`config.mk`:
```
export PLATFORM = sky130hd
export DESIGN_NAME = sram_ctl
export DESIGN_NICKNAME = d
export VERILOG_FILES = /design/src/rtl/sram_ctl_pkg.sv /design/src/rtl/sram_ctl_wait.sv /design/src/rtl/sram_ctl_seq.sv /design/src/rtl/sram_ctl_pins.sv /design/src/rtl/sram_ctl.sv
export SDC_FILE = /design/constraint.sdc
export NUM_CORES = 1
export LEC_CHECK = 0
export BUFFER_PORTS_ARGS = -buffer_cell sky130_fd_sc_hd__buf_2
export CORE_ASPECT_RATIO = 1.75
export CORE_MARGIN = 1.5
export CORE_UTILIZATION = 46
export DETAILED_ROUTE_END_ITERATION = 6
export GPL_ROUTABILITY_DRIVEN = 1
export PLACE_DENSITY = 0.82
export REMOVE_ABC_BUFFERS = 1
export SLEW_MARGIN = 0
export SYNTH_ARGS = -nofsm -noshare
export SYNTH_HDL_FRONTEND = slang
export SYNTH_SLANG_ARGS = --single-unit
export TNS_END_PERCENT = 30
```
`constraint.sdc`:
```
create_clock -name clk -period 2.5 [get_ports clk]
set_clock_uncertainty 0.2 [all_clocks]
set_input_delay 0.125 -clock clk [delete_from_list [all_inputs] [get_ports clk]]
set_output_delay 0.125 -clock clk [all_outputs]
set_load 0.05 [all_outputs]
```
`src/rtl/sram_ctl_pkg.sv`:
```
// Package: shared phase type and compile-time arithmetic helpers for the
// SRAM strobe sequencer. Assumes all times are given in picoseconds.
package sram_ctl_pkg;

    typedef enum logic [2:0] {
        PH_IDLE   = 3'd0,
        PH_WSETUP = 3'd1,
        PH_WPULSE = 3'd2,
        PH_WHOLD  = 3'd3,
        PH_RACC   = 3'd4,
        PH_RDONE  = 3'd5
    } phase_e;

    // Ceiling division for positive operands.
    function automatic int cdiv(input int num, input int den);
        return (num + den - 1) / den;
    endfunction

    // Larger of two integers.
    function automatic int imax(input int a, input int b);
        return (a > b) ? a : b;
    endfunction

endpackage

```
`src/rtl/sram_ctl_wait.sv`:
```
// Module: phase wait counter. It loads a count when a phase begins, then
// counts down to zero and holds there. expired is high while the count
// is zero. Assumes load values fit in CW bits.
module sram_ctl_wait #(
    parameter int CW = 4
) (
    input  logic          clk,
    input  logic          rst_n,
    input  logic          load,
    input  logic [CW-1:0] load_val,
    output logic          expired
);

    logic [CW-1:0] cnt;

    // Down-counter: reload on phase entry, otherwise step toward zero.
    always_ff @(posedge clk) begin
        if (!rst_n)
            cnt <= '0;
        else if (load)
            cnt <= load_val;
        else if (cnt != '0)
            cnt <= cnt - 1'b1;
    end

    assign expired = (cnt == '0);

endmodule

```
`src/rtl/sram_ctl_seq.sv`:
```
// Module: access phase sequencer. Accepts a request only in idle and walks
// the write or read phases, reloading the wait counter on entry to every
// timed phase. Assumes WP_CYC>=1 and RD_CYC>=1; SU_CYC may be zero.
module sram_ctl_seq
    import sram_ctl_pkg::*;
#(
    parameter int SU_CYC = 1,
    parameter int WP_CYC = 6,
    parameter int RD_CYC = 8,
    parameter int CW     = 4
) (
    input  logic          clk,
    input  logic          rst_n,
    input  logic          req,
    input  logic          we,
    input  logic          expired,
    output phase_e        phase,
    output logic          accept,
    output logic          load,
    output logic [CW-1:0] load_val
);

    localparam logic [CW-1:0] SU_LD = (SU_CYC > 0) ? CW'(SU_CYC - 1) : '0;
    localparam logic [CW-1:0] WP_LD = CW'(WP_CYC - 1);
    localparam logic [CW-1:0] RD_LD = CW'(RD_CYC - 1);

    phase_e phase_nx;

    assign accept = (phase == PH_IDLE) && req;

    // Next-phase and counter-load decision.
    always_comb begin
        phase_nx = phase;
        load     = 1'b0;
        load_val = '0;
        unique case (phase)
            PH_IDLE: begin
                if (req) begin
                    load = 1'b1;
                    if (!we) begin
                        phase_nx = PH_RACC;
                        load_val = RD_LD;
                    end else if (SU_CYC > 0) begin
                        phase_nx = PH_WSETUP;
                        load_val = SU_LD;
                    end else begin
                        phase_nx = PH_WPULSE;
                        load_val = WP_LD;
                    end
                end
            end
            PH_WSETUP: begin
                if (expired) begin
                    phase_nx = PH_WPULSE;
                    load     = 1'b1;
                    load_val = WP_LD;
                end
            end
            PH_WPULSE: if (expired) phase_nx = PH_WHOLD;
            PH_WHOLD:  phase_nx = PH_IDLE;
            PH_RACC:   if (expired) phase_nx = PH_RDONE;
            PH_RDONE:  phase_nx = PH_IDLE;
            default:   phase_nx = PH_IDLE;
        endcase
    end

    // Phase register.
    always_ff @(posedge clk) begin
        if (!rst_n)
            phase <= PH_IDLE;
        else
            phase <= phase_nx;
    end

    AST_IDLE_AFTER_DONE: assert property (@(posedge clk) disable iff (!rst_n)
        (phase == PH_WHOLD || phase == PH_RDONE) |=> (phase == PH_IDLE));

endmodule

```
`src/rtl/sram_ctl_pins.sv`:
```
// Module: pin decoder and read capture. Maps the current phase onto the
// memory strobes and the host completion pulse, and registers the memory
// bus at the end of the read access window. Assumes addr/data are held
// stable by the caller for the whole access.
module sram_ctl_pins
    import sram_ctl_pkg::*;
#(
    parameter int ADDR_W = 17,
    parameter int DATA_W = 8
) (
    input  logic              clk,
    input  logic              rst_n,
    input  phase_e            phase,
    input  logic              expired,
    input  logic [ADDR_W-1:0] addr_q,
    input  logic [DATA_W-1:0] wdata_q,
    input  logic [DATA_W-1:0] mem_din,
    output logic [ADDR_W-1:0] mem_addr,
    output logic [DATA_W-1:0] mem_dout,
    output logic              mem_dout_oe,
    output logic              mem_cs1_n,
    output logic              mem_cs2,
    output logic              mem_we_n,
    output logic              mem_oe_n,
    output logic              done,
    output logic [DATA_W-1:0] rdata
);

    logic selected;

    // Strobe decode from the phase.
    always_comb begin
        selected    = (phase != PH_IDLE);
        mem_cs1_n   = !selected;
        mem_cs2     = selected;
        mem_we_n    = (phase != PH_WPULSE);
        mem_oe_n    = (phase != PH_RACC);
        mem_dout_oe = (phase == PH_WPULSE) || (phase == PH_WHOLD);
        done        = (phase == PH_WHOLD) || (phase == PH_RDONE);
        mem_addr    = addr_q;
        mem_dout    = wdata_q;
    end

    // Read capture on the last access cycle.
    always_ff @(posedge clk) begin
        if (!rst_n)
            rdata <= '0;
        else if (phase == PH_RACC && expired)
            rdata <= mem_din;
    end

    AST_NO_BUS_FIGHT: assert property (@(posedge clk) disable iff (!rst_n)
        mem_dout_oe |-> mem_oe_n);

endmodule

```
`src/rtl/sram_ctl.sv`:
```
// Module: top of the asynchronous SRAM strobe sequencer. Derives the phase
// cycle counts from the clock period and memory minimum times, latches the
// host request on acceptance, and wires the sequencer, wait counter and
// pin decoder. Assumes a single-cycle host request and an external pad.
module sram_ctl
    import sram_ctl_pkg::*;
#(
    parameter int ADDR_W  = 17,
    parameter int DATA_W  = 8,
    parameter int CLK_PS  = 10000,
    parameter int T_WP_PS = 55000,
    parameter int T_AW_PS = 65000,
    parameter int T_DW_PS = 30000,
    parameter int T_AA_PS = 70000
) (
    input  logic              clk,
    input  logic              rst_n,
    input  logic              host_req,
    input  logic              host_we,
    input  logic [ADDR_W-1:0] host_addr,
    input  logic [DATA_W-1:0] host_wdata,
    output logic [DATA_W-1:0] host_rdata,
    output logic              host_done,
    output logic [ADDR_W-1:0] mem_addr,
    output logic [DATA_W-1:0] mem_dout,
    output logic              mem_dout_oe,
    input  logic [DATA_W-1:0] mem_din,
    output logic              mem_cs1_n,
    output logic              mem_cs2,
    output logic              mem_we_n,
    output logic              mem_oe_n
);

    localparam int WP_CYC = imax(cdiv(T_WP_PS, CLK_PS), cdiv(T_DW_PS, CLK_PS));
    localparam int SU_CYC = imax(cdiv(T_AW_PS, CLK_PS) - WP_CYC, 0);
    localparam int RD_CYC = cdiv(T_AA_PS, CLK_PS) + 1;
    localparam int CW     = $clog2(imax(imax(SU_CYC, WP_CYC), RD_CYC) + 1);

    phase_e            phase;
    logic              accept;
    logic              load;
    logic [CW-1:0]     load_val;
    logic              expired;
    logic [ADDR_W-1:0] addr_q;
    logic [DATA_W-1:0] wdata_q;

    // Hold the accepted address and write byte for the whole access.
    always_ff @(posedge clk) begin
        if (!rst_n) begin
            addr_q  <= '0;
            wdata_q <= '0;
        end else if (accept) begin
            addr_q  <= host_addr;
            wdata_q <= host_wdata;
        end
    end

    sram_ctl_seq #(
        .SU_CYC (SU_CYC),
        .WP_CYC (WP_CYC),
        .RD_CYC (RD_CYC),
        .CW     (CW)
    ) i_seq (
        .clk      (clk),
        .rst_n    (rst_n),
        .req      (host_req),
        .we       (host_we),
        .expired  (expired),
        .phase    (phase),
        .accept   (accept),
        .load     (load),
        .load_val (load_val)
    );

    sram_ctl_wait #(
        .CW (CW)
    ) i_wait (
        .clk      (clk),
        .rst_n    (rst_n),
        .load     (load),
        .load_val (load_val),
        .expired  (expired)
    );

    sram_ctl_pins #(
        .ADDR_W (ADDR_W),
        .DATA_W (DATA_W)
    ) i_pins (
        .clk         (clk),
        .rst_n       (rst_n),
        .phase       (phase),
        .expired     (expired),
        .addr_q      (addr_q),
        .wdata_q     (wdata_q),
        .mem_din     (mem_din),
        .mem_addr    (mem_addr),
        .mem_dout    (mem_dout),
        .mem_dout_oe (mem_dout_oe),
        .mem_cs1_n   (mem_cs1_n),
        .mem_cs2     (mem_cs2),
        .mem_we_n    (mem_we_n),
        .mem_oe_n    (mem_oe_n),
        .done        (host_done),
        .rdata       (host_rdata)
    );

    // Length of the current write-strobe low run, for pulse-width checking.
    logic [7:0] wl_run;
    always_ff @(posedge clk) begin
        if (!rst_n)
            wl_run <= '0;
        else if (!mem_we_n)
            wl_run <= wl_run + 1'b1;
        else
            wl_run <= '0;
    end

    AST_WRITE_OE_HIGH: assert property (@(posedge clk) disable iff (!rst_n)
        !mem_we_n |-> mem_oe_n);
    AST_W_PULSE_LEN: assert property (@(posedge clk) disable iff (!rst_n)
        $rose(mem_we_n) |-> (wl_run == 8'(WP_CYC)));
    AST_WRITE_DRIVEN: assert property (@(posedge clk) disable iff (!rst_n)
        !mem_we_n |-> (!mem_cs1_n && mem_cs2 && mem_dout_oe));
    AST_W_RISE_HELD: assert property (@(posedge clk) disable iff (!rst_n)
        $rose(mem_we_n) |-> (!mem_cs1_n && mem_cs2 && mem_dout_oe
                             && $stable(mem_addr) && $stable(mem_dout)));
    AST_ADDR_STABLE: assert property (@(posedge clk) disable iff (!rst_n)
        (!mem_cs1_n && $past(!mem_cs1_n)) |-> $stable(mem_addr));
    AST_DONE_SINGLE: assert property (@(posedge clk) disable iff (!rst_n)
        host_done |=> !host_done);

endmodule

```
=== Word-level counts from Yosys, hierarchy flattened ===
Index checks and enable logic that the tools add are counted.

* Flip-flop bits (word level): 40
* Latch bits: 0
* Bits in writable memories: 0
* ROM bits: 0
* Output and inout port bits: 39
* Logic and storage cells: 43
* Memories kept: 0

* Add/sub/neg operators: 1
* $mul: 0
* Div/mod/pow operators: 0
* Order comparisons: 0
* Eq/ne operators: 11
* Shifts and indexed selects: 0
* Mux-type cells: 15
* Bitwise gates (word level): 0
* Reduce and logical (&&, ||, !) cells: 11

{| class="wikitable"
|+ Operators by type and width
! cell !! count
|-
| $mux W3 || 7
|-
| $mux W4 || 3
|-
| $pmux W3 S4 || 1
|-
| $pmux W4 S2 || 1
|-
| $eq A3 B2 Y1 const B || 2
|-
| $eq A3 B3 Y1 const B || 2
|-
| $ne A2 B1 Y1 const B || 3
|-
| $logic_not A4 Y1 || 1
|-
| $reduce_and A4 Y1 || 1
|-
| $reduce_bool A4 Y1 || 1
|-
| $sub A4 B1 Y4 const B || 1
|-
| $eq A3 B1 Y1 const B || 1
|-
| $logic_not A3 Y1 || 1
|-
| $ne A3 B2 Y1 const B || 1
|-
| $ne A3 B3 Y1 const B || 1
|-
| $reduce_bool A3 Y1 || 1
|-
| $logic_and A1 B1 Y1 || 2
|-
| $logic_or A1 B1 Y1 || 2
|-
| $mux W1 || 2
|-
| $ne A2 B2 Y1 const B || 1
|-
| $pmux W1 S2 || 1
|-
| $reduce_bool A2 Y1 || 1
|-
| $logic_not A1 Y1 || 1
|}

=== Logic depth before layout (Yosys ltp) ===
* Depth after elaboration: 4
* Depth in mapped cells: 7
* Gate-level depth less buffers: 6

=== Hierarchy ===
From an unflattened synthesis, not the netlist that was laid out.

* Cells, all modules: 199
* Area, all modules: 1993.2 um^2

{| class="wikitable"
|+ By module, submodules not included
! module !! times used !! cells an instance !! area an instance (um^2)
|-
| sram_ctl || 1 || 80 || 965.9
|-
| sram_ctl_pins || 1 || 69 || 565.5
|-
| sram_ctl_seq || 1 || 27 || 231.5
|-
| sram_ctl_wait || 1 || 23 || 230.2
|}

=== Worst setup path before layout ===
No wires, ideal clock.

* Kind: register -> output
* Start: register i_seq.phase[0]
* End: output port mem_cs2
* Data arrival time: 2.223 ns
* Path slack: -0.048 ns
* Cell stages (with the launch flop): 4
* Buffers on the path: 1
* Cell sequence: dfxtp_1 > buf_2 > nor3_1 > inv_1

* Cells in the longest elaborated chain, start to end: 1

{| class="wikitable"
|+ Ends and longest elaborated chain
! element !! line !! RTL
|-
| start, declared || sram_ctl_seq.sv:17 || <nowiki>output phase_e phase,</nowiki>
|-
| start signal, assigned || sram_ctl_seq.sv:72 || <nowiki>phase <= phase_nx;</nowiki>
|-
| $reduce_bool A3 Y1 || sram_ctl_pins.sv:33 || <nowiki>selected = (phase != PH_IDLE);</nowiki>
|-
| end, declared || sram_ctl.sv:29 || <nowiki>output logic mem_cs2,</nowiki>
|}

No other way between the ends.

=== Worst setup path after layout ===
* Start: register i_wait.cnt[0]
* End: register i_pins.rdata[4]

* Cells in the longest elaborated chain, start to end: 2

{| class="wikitable"
|+ Ends and longest elaborated chain
! element !! line !! RTL
|-
| start, declared || sram_ctl_wait.sv:14 || <nowiki>logic [CW-1:0] cnt;</nowiki>
|-
| start signal, assigned || sram_ctl_wait.sv:21 || <nowiki>cnt <= load_val;</nowiki>
|-
| start signal, assigned || sram_ctl_wait.sv:23 || <nowiki>cnt <= cnt - 1'b1;</nowiki>
|-
| $logic_not A4 Y1 || sram_ctl_wait.sv:26 || <nowiki>assign expired = (cnt == '0);</nowiki>
|-
| $logic_and A1 B1 Y1 || sram_ctl_pins.sv:48 || <nowiki>else if (phase == PH_RACC && expired)</nowiki>
|-
| end signal, assigned || sram_ctl_pins.sv:49 || <nowiki>rdata <= mem_din;</nowiki>
|-
| end, declared || sram_ctl_pins.sv:26 || <nowiki>output logic [DATA_W-1:0] rdata</nowiki>
|}

No other way between the ends.
A chain may end at the register's enable or synchronous reset.

==> results.md <==
- Die width: 48.9 um
- Ys flop type: dfxtp_1
- Final Non-Filler Cells: 343
- Placed instance area: 0.00207 sq mm
- Post-layout net count: 334
- Minimum clock period: 2.01 ns
- DRC viols: 0
- TritonCTS clock tree: built
- I/O Buffers: 75
- DPL Wire Length: 2590 um
- Final cell utilization of the core: 70.5%
- Worst Setup Start Kind: flop
- Mapped Cells: 190
- Worst Path Class, Setup: flop to flop
- Wire length per cell: 13.1 um
- Drt total wl: 4510 um
- Family with the most delay on the worst path: simple AND/OR/NAND/NOR gates
- Number of synthesized register bits: 40
- # H-tree levels: 2
- Clk slew on worst S/H paths: 0.08 ns
- Pint: 1420 uW
- Worst skew pair latency: 0.29 ns
- WP buf/inv: 1
- Hold WC Path Type: input pin to flop
- CTS Buf Count: 5
- Yosys cell types: 31
- Leak pwr: 0.00122 uW
- Slew headroom: 62.3%
- First-pass GRT wire length: 7550 um
- Sw Pwr: 1020 uW
- Setup tns final: 0 ns
- Total grt overflow: 0
- Worst EP arrival: 1.99 ns
- Peak Freq: 497 MHz
- Iteration-0 DRC Markers: 26
- Share of Yosys cell area claimed by the top area cell type: 47.1%
- Synth area leaders: dfxtp_1 47%, nand2_1 12%, a21boi_1 8.8%
- # IOs: 76
- Routed Antenna Nets: 0
- Total Routing Usage GR: 23.7%
- Synthesized area per cell: 8.94 sq um
- Max VDD drop: 0.736 mV
- Initial antenna violation count: 0
- Max cap viols: 0
- Net Sw Frac: 42.0%
- Seq/Total Area, Yosys: 47.1%
- Starting Density: 47.3%
- Slew @ Worst Pin: 0.565 ns
- Via count: 1,709
- Fin. max-slew vios: 0
- GP Congestion: 0.735
- Final hold vios: 0
- Register share of total power: 34.0%
- Most frequent cell after synthesis: nand2_1
- Die ar.: 0.00408 sq mm
- TritonRoute pass-1 iters: 4
- Final setup vio count: 0
- Clock Tree Root: clkbuf_8
- Post-synth EDFFs: 0
- RSZ-0062 raised after global routing: false
- Largest fanout on the critical path: 8
- Worst path depth: 6
- CP max stage cell: nor3b_2
- Area leader, netlist: dfxtp_1
- Met2 Use GR: 45.6%
- Critical Path, Cell by Cell: inv_1, ha_1, nor3b_2, nand3_2, mux2i_1, nor2b_1
- Placed instance count: 301
- Core Region: 0.00359 sq mm
- Met1 Use GR: 21.6%
- Clk buf depth: 2
- Combinational power share: 43.2%
- Number of global-route vias before repair: 1,764
- Area delta synth->final: 49.0%
- Period utilization: 80.4%
- Pin count of the biggest net entering global routing: 41
- Power Density: 964 mW/mm^2
- Hold Worst Slack: 0.0319 ns
- Clock power share: 22.7%
- Post-synth top cells: 53 x nand2_1, 40 x dfxtp_1, 20 x a21boi_1
- Final non-filler cell area: 0.00253 sq mm
- Post-DR vias/cell: 4.98
- Met3 Use GR: 5.04%
- Netlist Area Pre-Place: 0.00170 sq mm
- Inserted Diodes: 0
- Row Count: 29
- Most Crowded Layer GR: met2
- Layout cells sized above 1: 30.3%
- FF-to-FF path depth: 6
- Die H: 83.4 um
- CTS resizes: 0
- Synth warn: 0
- Asr flop ratio synth: 0%
- Crit. End Element: flop
- WHS Path Cells: 4
- Slowest cell delay on critical path: 0.44 ns
- Critical Path RT: 2.48 ns
- CTS Sinks: 40
- Filler Cells Inserted: 277
- Status: completed
-- cell usage in the layout (no fill, tap or decap), types with 4 or more instances in the layout --
| cell type | count |
|---|---|
| nor2b_1 | 11 |
| a21boi_1 | 20 |
| inv_1 | 5 |
| a21boi_0 | 5 |
| nor2_1 | 5 |
| mux2i_1 | 9 |
| clkbuf_8 | 6 |
| o21a_1 | 4 |
| a21oi_1 | 4 |
| buf_2 | 75 |
| dfxtp_1 | 40 |
| dlygate4sd3_1 | 34 |
| nand2_1 | 53 |
-- per-layer routing --
metal / vias up / wire length, um
met4: 0 / 222
met2: 57 / 2550
met3: 21 / 165
met1: 799 / 1570
met5: - / 0
li1: 832 / -
-- power groups by stage --
stage               clock network, uW  logic [uW]  registers (uW)
CTS                               564        1050             829
finish                            555        1060             831
global route                      592        1140             846
floorplan                           0         527            1080
detailed placement                  0        1010             843
global placement                    0         995             839
-- worst reg2reg max path: cells and delay by family, from the launching register on --
kind / cells / cell delay, ns
adders and majority gates: 1 / 0.20
muxes: 1 / 0.28
buffers and inverters: 1 / 0.08
and+or+nand+nor: 3 / 0.84
DFF: 1 / 0.31
-- cells by family (layout without fill, tap and decap cells) --
logic type | Yosys count | after routing | synth area share (%)
simple gates | 85 | 85 | 24.4
flops | 40 | 40 | 47.1
compound gates | 37 | 37 | 16.3
buf+inv | 17 | 124 | 5.60
mux | 9 | 9 | 5.30
fa+ha+maj | 1 | 1 | 0.736
xor+xnor | 1 | 1 | 0.516
-- area by class of cell --
type	count	area (sq um)	share of cell area, %
multi-input cells	133	803	31.7
inverters	5	18.8	0.741
clock buffers	6	82.6	3.26
repair buffers	111	731	28.9
well taps	46	57.6	2.27
clock inverters	2	38.8	1.53
flip-flops and latches	40	801	31.6
-- what timing repair did --
action                    4_1_cts  5_1_grt
hold endpoints to repair       35        0
setup buffers                   0        0
hold buffers                   34        0
-- per-stage QoR --
stage | total power, uW | setup slack [ns]
global placement | 1830 | 0.620
finish | 2440 | 0.490
floorplan | 1610 | 0.00277
global route | 2580 | 0.330
CTS | 2450 | 0.524
detailed placement | 1850 | 0.536
-- path summary, 6_finish.rpt --
check | slack (ns) | to | startpoint
worst min register to register | 0.25 | wdata_q[7] | wdata_q[7]
worst max register to register | 0.49 | i_pins.rdata[4] | i_wait.cnt[0]
worst min-delay path | 0.03 | i_seq.phase[2] | host_we
worst max-delay path | 0.49 | i_pins.rdata[4] | i_wait.cnt[0]
-- sequential cells by signal, indices dropped and copies added, names as in the netlist --
signal,cells
addr_q,17
i_seq.phase,3
wdata_q,8
i_wait.cnt,4
i_pins.rdata,8
Power figures use the tool's default switching activity.
